### src/rtl/dram_init_seq.sv
module dram_init_seq #(
  parameter int WAIT_CYCLES  = 8,
  parameter int MR_W         = 13,
  parameter int REF_INTERVAL = 312,
  parameter int TAP_W        = 7,
  parameter int TAP_DDR1     = 32,
  parameter int TAP_DDR2     = 16
) (
  input  logic             clk,
  input  logic             rst_n,
  input  logic             start,
  input  logic             strap_ddr1,
  output logic [5:0]       cmd_strobe,
  output logic [MR_W-1:0]  mode_val,
  output logic [MR_W-1:0]  ext_val,
  output logic [14:0]      refresh_ctl,
  output logic [TAP_W-1:0] dqs_tap0,
  output logic [TAP_W-1:0] dqs_tap1,
  output logic             done
);
  localparam int CNT_W  = $clog2(WAIT_CYCLES + 1);
  localparam int IDX_W  = 4;
  localparam int N_DDR1 = 7;
  localparam int N_DDR2 = 13;
  localparam logic [5:0] C_MRS = 6'b000001;
  localparam logic [5:0] C_EMR = 6'b000010;
  localparam logic [5:0] C_ARF = 6'b000100;
  localparam logic [5:0] C_PRE = 6'b001000;
  localparam logic [5:0] C_EM2 = 6'b010000;
  localparam logic [5:0] C_EM3 = 6'b100000;

  function automatic logic [18:0] script(input logic d1, input logic [IDX_W-1:0] i);
    if (d1) begin
      case (i)
        4'd0:    return {C_PRE, 13'h000};
        4'd1:    return {C_EMR, 13'h000};
        4'd2:    return {C_MRS, 13'h133};
        4'd3:    return {C_PRE, 13'h000};
        4'd4:    return {C_ARF, 13'h000};
        4'd5:    return {C_ARF, 13'h000};
        4'd6:    return {C_MRS, 13'h033};
        default: return '0;
      endcase
    end else begin
      case (i)
        4'd0:    return {C_EM2, 13'h000};
        4'd1:    return {C_EM3, 13'h000};
        4'd2:    return {C_PRE, 13'h000};
        4'd3:    return {C_EM2, 13'h000};
        4'd4:    return {C_EM3, 13'h000};
        4'd5:    return {C_EMR, 13'h402};
        4'd6:    return {C_MRS, 13'h143};
        4'd7:    return {C_PRE, 13'h000};
        4'd8:    return {C_ARF, 13'h000};
        4'd9:    return {C_ARF, 13'h000};
        4'd10:   return {C_MRS, 13'h043};
        4'd11:   return {C_EMR, 13'h782};
        4'd12:   return {C_EMR, 13'h402};
        default: return '0;
      endcase
    end
  endfunction

  typedef enum logic [1:0] {IDLE, RUN, FIN} st_t;

  st_t              st;
  logic             start_q, mode1;
  logic [CNT_W-1:0] wait_cnt;
  logic [IDX_W-1:0] idx;
  logic [18:0]      step;

  assign step = script(mode1, idx);

  wire launch = (st == IDLE) && start && !start_q;
  wire fire   = (st == RUN) && (wait_cnt == '0);
  wire last   = idx == (mode1 ? IDX_W'(N_DDR1) : IDX_W'(N_DDR2));

  always_ff @(posedge clk or negedge rst_n) begin
    if (!rst_n) begin
      st          <= IDLE;
      start_q     <= 1'b0;
      mode1       <= 1'b0;
      wait_cnt    <= '0;
      idx         <= '0;
      cmd_strobe  <= '0;
      mode_val    <= '0;
      ext_val     <= '0;
      refresh_ctl <= '0;
      dqs_tap0    <= '0;
      dqs_tap1    <= '0;
      done        <= 1'b0;
    end else begin
      start_q    <= start;
      cmd_strobe <= '0;
      if (launch) begin
        mode1    <= strap_ddr1;
        idx      <= '0;
        wait_cnt <= CNT_W'(WAIT_CYCLES - 1);
        st       <= RUN;
      end else if (fire) begin
        if (last) begin
          st          <= FIN;
          done        <= 1'b1;
          refresh_ctl <= {1'b1, 4'b0000, 10'(REF_INTERVAL)};
          dqs_tap0    <= mode1 ? TAP_W'(TAP_DDR1) : TAP_W'(TAP_DDR2);
          dqs_tap1    <= mode1 ? TAP_W'(TAP_DDR1) : TAP_W'(TAP_DDR2);
        end else begin
          cmd_strobe <= step[18:13];
          if (step[18:13] == C_MRS) mode_val <= MR_W'(step[12:0]);
          if (step[18:13] == C_EMR) ext_val  <= MR_W'(step[12:0]);
          idx      <= idx + 1'b1;
          wait_cnt <= CNT_W'(WAIT_CYCLES - 1);
        end
      end else if (st == RUN) begin
        wait_cnt <= wait_cnt - 1'b1;
      end
    end
  end
endmodule

### config.mk
export PLATFORM = sky130hd
export DESIGN_NAME = dram_init_seq
export DESIGN_NICKNAME = d
export VERILOG_FILES = /design/src/rtl/dram_init_seq.sv
export SDC_FILE = /design/constraint.sdc
export NUM_CORES = 1
export LEC_CHECK = 0
export ABC_AREA = 0
export CORE_MARGIN = 5
export CORE_UTILIZATION = 50
export CTS_BUF_LIST = sky130_fd_sc_hd__clkbuf_16
export DETAILED_ROUTE_END_ITERATION = 10
export PLACE_DENSITY = 0.85
export SYNTH_ARGS = -nofsm -noshare
export SYNTH_HDL_FRONTEND = slang
export SYNTH_SLANG_ARGS = --single-unit
### constraint.sdc
create_clock -name clk -period 5.36 [get_ports clk]
set_input_delay 1.072 -clock clk [delete_from_list [all_inputs] [get_ports clk]]
set_output_delay 1.072 -clock clk [all_outputs]
set_load 0.01 [all_outputs]
==> results of run 1 <==
[cell type report]
class / instances / share of cell area [%]
Multi-Input combinational cell: 140 / 38.6
Clock inverter: 3 / 0.518
Tap cell: 50 / 2.59
Clock buffer: 5 / 5.18
Inverter: 8 / 1.24
Timing Repair Buffer: 38 / 15.6
Sequential cell: 35 / 36.2
[per-layer routing]
metal  global-route usage [%]  wire length [um]  up-vias
met5                        0                 0        -
met4                     6.92                82        0
li1                         -                 -      668
met1                     16.9              1480      676
met2                     22.1              1810       51
met3                     3.78               261        8
[logic make-up after synthesis]
group / count (synthesis) / synth area share (%)
compound gates: 21 / 7.50
xor+xnor: 2 / 0.847
fa+ha+maj: 6 / 3.63
buf+inv: 52 / 17.4
flops: 35 / 42.3
mux: 13 / 7.56
other cells: 1 / 0.181
simple gates: 70 / 20.5
[per-stage QoR]
step	cell area (um2)	hold slack, ns
2_1_floorplan	2170	0.502
3_3_place_gp	2280	0.453
3_5_place_dp	2280	0.471
4_1_cts	2420	0.484
5_1_grt	2420	0.495
6_report	2420	0.474
[worst max-delay path, cell delays in order]
cell and delay [ns]:
clkdlybuf4s50_1 0.49, nor4b_1 0.69, nor2_1 0.16, nor3_1 0.29
o22a_1 0.18
[final timing paths]
kind	from	end	slack (ns)
worst max-delay path	start	wait_cnt[0]	2.69
worst min-delay path	mode_val[0]	mode_val[0]	0.47
worst max register to register	idx[1]	ext_val[1]	2.79
worst min register to register	mode_val[0]	mode_val[0]	0.47
max in group asynchronous	rst_n	cmd_strobe[3]	3.86
min in group asynchronous	rst_n	start_q	1.20
[flip-flops by register name, indices dropped and copies added (netlist names)]
name	count
wait_cnt	4
mode_val	7
mode1	1
idx	4
st	2
ext_val	7
cmd_strobe	6
start_q	1
refresh_ctl	1
dqs_tap1	2
[synthesized netlist by cell type (all sizes together) (2+ instances only)]
master / count / share of area [%]
nor4b: 4 / 2.4
inv: 8 / 1.5
nand2b: 4 / 1.2
or2: 2 / 0.61
nor3: 4 / 0.97
ha: 6 / 3.6
nand3: 6 / 1.7
nand3b: 3 / 1.1
and2: 3 / 0.91
nand2: 14 / 2.5
mux2: 9 / 5.6
nor2b: 6 / 1.8
dfrtp: 35 / 42
nor3b: 4 / 2.2
buf: 43 / 16
o21ai: 9 / 2.2
mux2i: 4 / 1.9
nor2: 13 / 2.4
a21oi: 2 / 0.48
o22a: 2 / 0.85
xnor2: 2 / 0.85
[power by group through the flow]
stage          logic [mW]  clock network (mW)  registers (mW)
2_1_floorplan       0.346                   0           0.368
3_5_place_dp        0.382                   0           0.404
6_report            0.386               0.260           0.402
3_3_place_gp        0.374                   0           0.401
4_1_cts             0.388               0.269           0.401
5_1_grt             0.428               0.277           0.416
==> key figures, run 1 <==
CTS
  – CTS H-tree depth: 2
  – Deepest clock path buffer count: 2
  – Worst skew pair latency: 0.27 ns
  – Clk pin slew, worst setup/hold paths: 0.05 ns
  – Root Buffer: clkbuf_16
  – Setup Buffers After CTS: 0
  – CTS buffer count: 5
  – Hold_buf cts: 0
  – Post_cts resized: 0
  – CTS tree: built
  – CTS sink cnt: 35

Route
  – Initial DRC count: 71
  – Final WL: 3640 um
  – Vias/cell: approximately 5.0
  – DRT Pass-1 Iters: 4
  – Antenna Nets Post-Route: 0
  – DR vias: 1,403
  – DR DRC count: 0
  – WL/cell: 13.0 um

Synth
  – Synth unique cells: 45
  – Register area share after synthesis: around 42%
  – Count of state elements after synthesis: 35
  – Ys async rst share: 100%
  – Yosys warning count: 0
  – Ys flop type: dfrtp_1
  – Netlist area before placement: 2070 um2
  – Avg Cell Area, Syn: 10.3 um2
  – Post-synth EDFFs: 0
  – Syn Inst Count: 200

Layout
  – Finished Layout Cells: about 280
  – Commonest non-fill, non-tap cell in the layout: clkdlybuf4s50_1
  – Final core occ: around three fifths
  – Register area: about 900 um2
  – Area of the multi-input gates: ~930 um2
  – NumNets Final: 238
  – Share of layout cells above drive strength 1: a little over a tenth
  – Antenna Cells: 0
  – Filler cells: 368
  – Commonest cells after routing, fill and taps aside: clkdlybuf4s50_1 (37), dfrtp_1 (35), conb_1 (28), nand2_1 (14), nor2_1 (13)
  – Area Growth Syn to Fin: 16.9%

Power
  – Switching share of power: 36.1%
  – Sw Pwr: 378 uW
  – Clock share of power: between 20 and 25%
  – Sequential power share: approximately two fifths
  – Power per cell area: 434 nW/um2
  – Leak: 1.12 nW
  – Comb power frac: 36.8%
  – Total power: 1.05 mW
  – Internal cell power: 670 uW
  – Peak VDD IR: 0.175 mV

Floorplan
  – Num ports: 66
  – Die area: 5520 um2
  – Die H: roughly 74 um
  – # rows: 23
  – Core Box Area: 4000 um2
  – Starting Density: 51.7%
  – Die Wd: 74.3 um

Critical path
  – WP data arrival: between 2 and 3 ns
  – Worst EP required: 5.57 ns
  – FF-to-FF path depth: 7
  – Kind of critical path: in -> reg
  – Worst setup EP type: flip-flop
  – Crit path max fanout: 5
  – Setup crit start kind: input port

STA
  – Slew margin rel.: about 44%
  – Endpoints failing hold: 0
  – Clock Skew: 0.00651 ns
  – Max-slew violations: 0
  – Slew at the pin with the worst max-slew slack: 0.827 ns
  – RSZ-0062 raised after global routing: no
  – Worst setup margin: 2.69 ns
  – Tcrit/Tclk final: around 50%
  – Max Freq: 375 MHz
  – Fin crit period: 2.67 ns
  – Sum Neg Setup Slack: 0 ns
  – Final setup vio count: 0

Placement
  – Gpl congestion: 0.771
  – Count of input and output buffers: 37
  – DP Worst Slack: 2.51 ns
  – DP HPWL: ~2600 um
  – Placed cells: 271

Worst hold path
  – Hold WC Path Type: reg -> reg
  – Hold Path Depth: 1

Global route
  – Vias in the first global route: 1,228
  – First-pass GRT wire length: approximately 5700 um
  – Maximum number of pins on one net before global-route repair: 36
  – Initial antenna violation count: 0
  – Final global-route overflow total: 0
  – GRT Resource Usage Total: 13.7%

Flow run
  – Max-cap viol count: 0

Outcome
  – Status: completed
No activity file was read; power rests on OpenSTA's default activity.
==> run 2, diff against run 1 <==
- CORE_UTILIZATION: 50 -> 46
- PLACE_DENSITY: 0.85 -> 0.8
- clock period: 5.36 -> 2.6 ns (I/O delays scaled with it)
==> key figures, run 2 (synthesis gave the netlist of run 1 again) <==
CTS
  – Deepest clock path buffer count: 2
  – CTS tree: built
  – CTS buffer count: 5
  – CTS sink cnt: 35
  – Hold_buf cts: 0
  – CTS H-tree depth: 2
  – Worst skew pair latency: about 0.27 ns
  – Root Buffer: clkbuf_16
  – Clk pin slew, worst setup/hold paths: around 0.050 ns

Floorplan
  – Starting Density: 47.5%
  – Die H: around 77 um
  – Core Box Area: roughly 4400 um2
  – Num ports: 66
  – Die Wd: 77.1 um
  – Die area: 5940 um2
  – # rows: 24

Global route
  – Vias in the first global route: 1,320
  – Maximum number of pins on one net before global-route repair: 36
  – Final global-route overflow total: 0
  – Initial antenna violation count: 0
  – First-pass GRT wire length: 6190 um
  – GRT Resource Usage Total: 12.9%

Layout
  – Area Growth Syn to Fin: 19.2%
  – Commonest non-fill, non-tap cell in the layout: clkdlybuf4s50_1
  – Commonest cells after routing, fill and taps aside: clkdlybuf4s50_1 (37), dfrtp_1 (35), conb_1 (28), nand2_1 (14), nor2_1 (13)
  – Antenna Cells: 0
  – NumNets Final: between 200 and 250
  – Biggest regs: ext_val: 7 flops, mode_val: 7 flops, cmd_strobe: 6 flops
  – Share of layout cells above drive strength 1: 13.2%

Route
  – Routed met2 length: 1960 um
  – DR vias: 1,421
  – DRT met1 WL: 1480 um
  – Vias/cell: 4.95
  – DRT Pass-1 Iters: 4
  – WL/cell: 13.2 um
  – Final WL: between 3000 and 4000 um
  – Initial DRC count: 110
  – DR DRC count: 0
  – Top sig layer: met4
  – Antenna Nets Post-Route: 0
  – Routed wl met3: 295 um

Outcome
  – Status: completed

STA
  – Max Freq: 418 MHz
  – Fin crit period: 2.39 ns
  – Slew margin rel.: 60.3%
  – Slew at the pin with the worst max-slew slack: 0.595 ns
  – Final setup vio count: 0
  – Clock Skew: 0.00433 ns
  – Endpoints failing hold: 0
  – Fin Hold WS: 0.463 ns
  – Max-slew violations: 0
  – RSZ-0062 raised after global routing: no
  – Tcrit/Tclk final: between 90% and 100%
  – Sum Neg Setup Slack: 0 ns

Critical path
  – Kind of critical path: reg -> reg
  – Setup crit start kind: flip-flop
  – Flop-to-flop setup slack: 0.21 ns
  – WP data arrival: 2.55 ns
  – Crit path max fanout: 8
  – Worst setup EP type: flip-flop
  – Worst EP required: 2.76 ns

Placement
  – Count of input and output buffers: 37
  – DP HPWL: 2770 um
  – Gpl congestion: 0.837

Flow run
  – Max-cap viol count: 0

Power
  – Power per cell area: 890 nW/um2
  – Leak: 1.16 nW
  – Peak VDD IR: ~0.35 mV

Worst hold path
  – Hold WC Path Type: reg -> reg
run 2: cell count changes in the layout (fill, tap and decap cells not counted):
| cell | previous run | this run |
|---|---|---|
| buf_4 | 1 | 7 |
run 2: routing by layer:
metal / global-route usage (%) / vias to the layer above
li1: - / 679
met1: 15.7 / 677
met2: 21.1 / 57
met3: 3.40 / 8
met4: 6.01 / 0
met5: 0 / -
run 2: worst max-delay path: stages (launching register included):
cell      delay (ns)
dfrtp_1         0.45
inv_1           0.11
ha_1            0.34
nor3b_1         0.21
o311ai_1        0.20
nor4b_4         0.29
nor3b_4         0.24
buf_4           0.16
mux2_4          0.29
run 2: power breakdown:
| group | total (mW) | internal (mW) | switching [mW] |
|---|---|---|---|
| combinational | 0.827 | 0.402 | 0.425 |
| clock | 0.540 | 0.345 | 0.195 |
| sequential | 0.826 | 0.650 | 0.177 |
run 2: path summary, 6_finish.rpt:
kind                       depth (start not counted)   startpoint          end
max                                                8       idx[1]   ext_val[8]
min                                                1  mode_val[0]  mode_val[0]
max reg2reg                                        8       idx[1]   ext_val[8]
min reg2reg                                        1  mode_val[0]  mode_val[0]
max in group asynchronous                          2        rst_n   ext_val[9]
min in group asynchronous                          2        rst_n      start_q
run 2: layout make-up:
| cell class | count | area, um2 |
|---|---|---|
| Clock inverter | 3 | 12.5 |
| Sequential cell | 35 | 876 |
| Inverter | 8 | 30.0 |
| Clock buffer | 5 | 125 |
| Timing Repair Buffer | 44 | 423 |
| Fill cell | 372 | 1890 |
| Multi-Input combinational cell | 140 | 933 |
| Tap cell | 52 | 65.1 |
run 2: timing repair:
item,in CTS,in global routing
endpoints found under the setup margin,0,4
gates resized for setup,0,0
buffers inserted,0,3
run 2: metrics by stage:
step | instance area [um2] | total power, mW | instances | setup slack, ns | util, %
2_1_floorplan | 2170 | 1.47 | 227 | 0.344 | -
3_3_place_gp | 2300 | 1.62 | 276 | 0.236 | 52.9
3_5_place_dp | 2300 | 1.64 | 276 | 0.156 | 52.9
4_1_cts | 2440 | 2.21 | 284 | 0.130 | 56.1
5_1_grt | 2460 | 2.35 | 287 | 0.0530 | 56.6
6_report | 2460 | 2.19 | 287 | 0.210 | 56.6
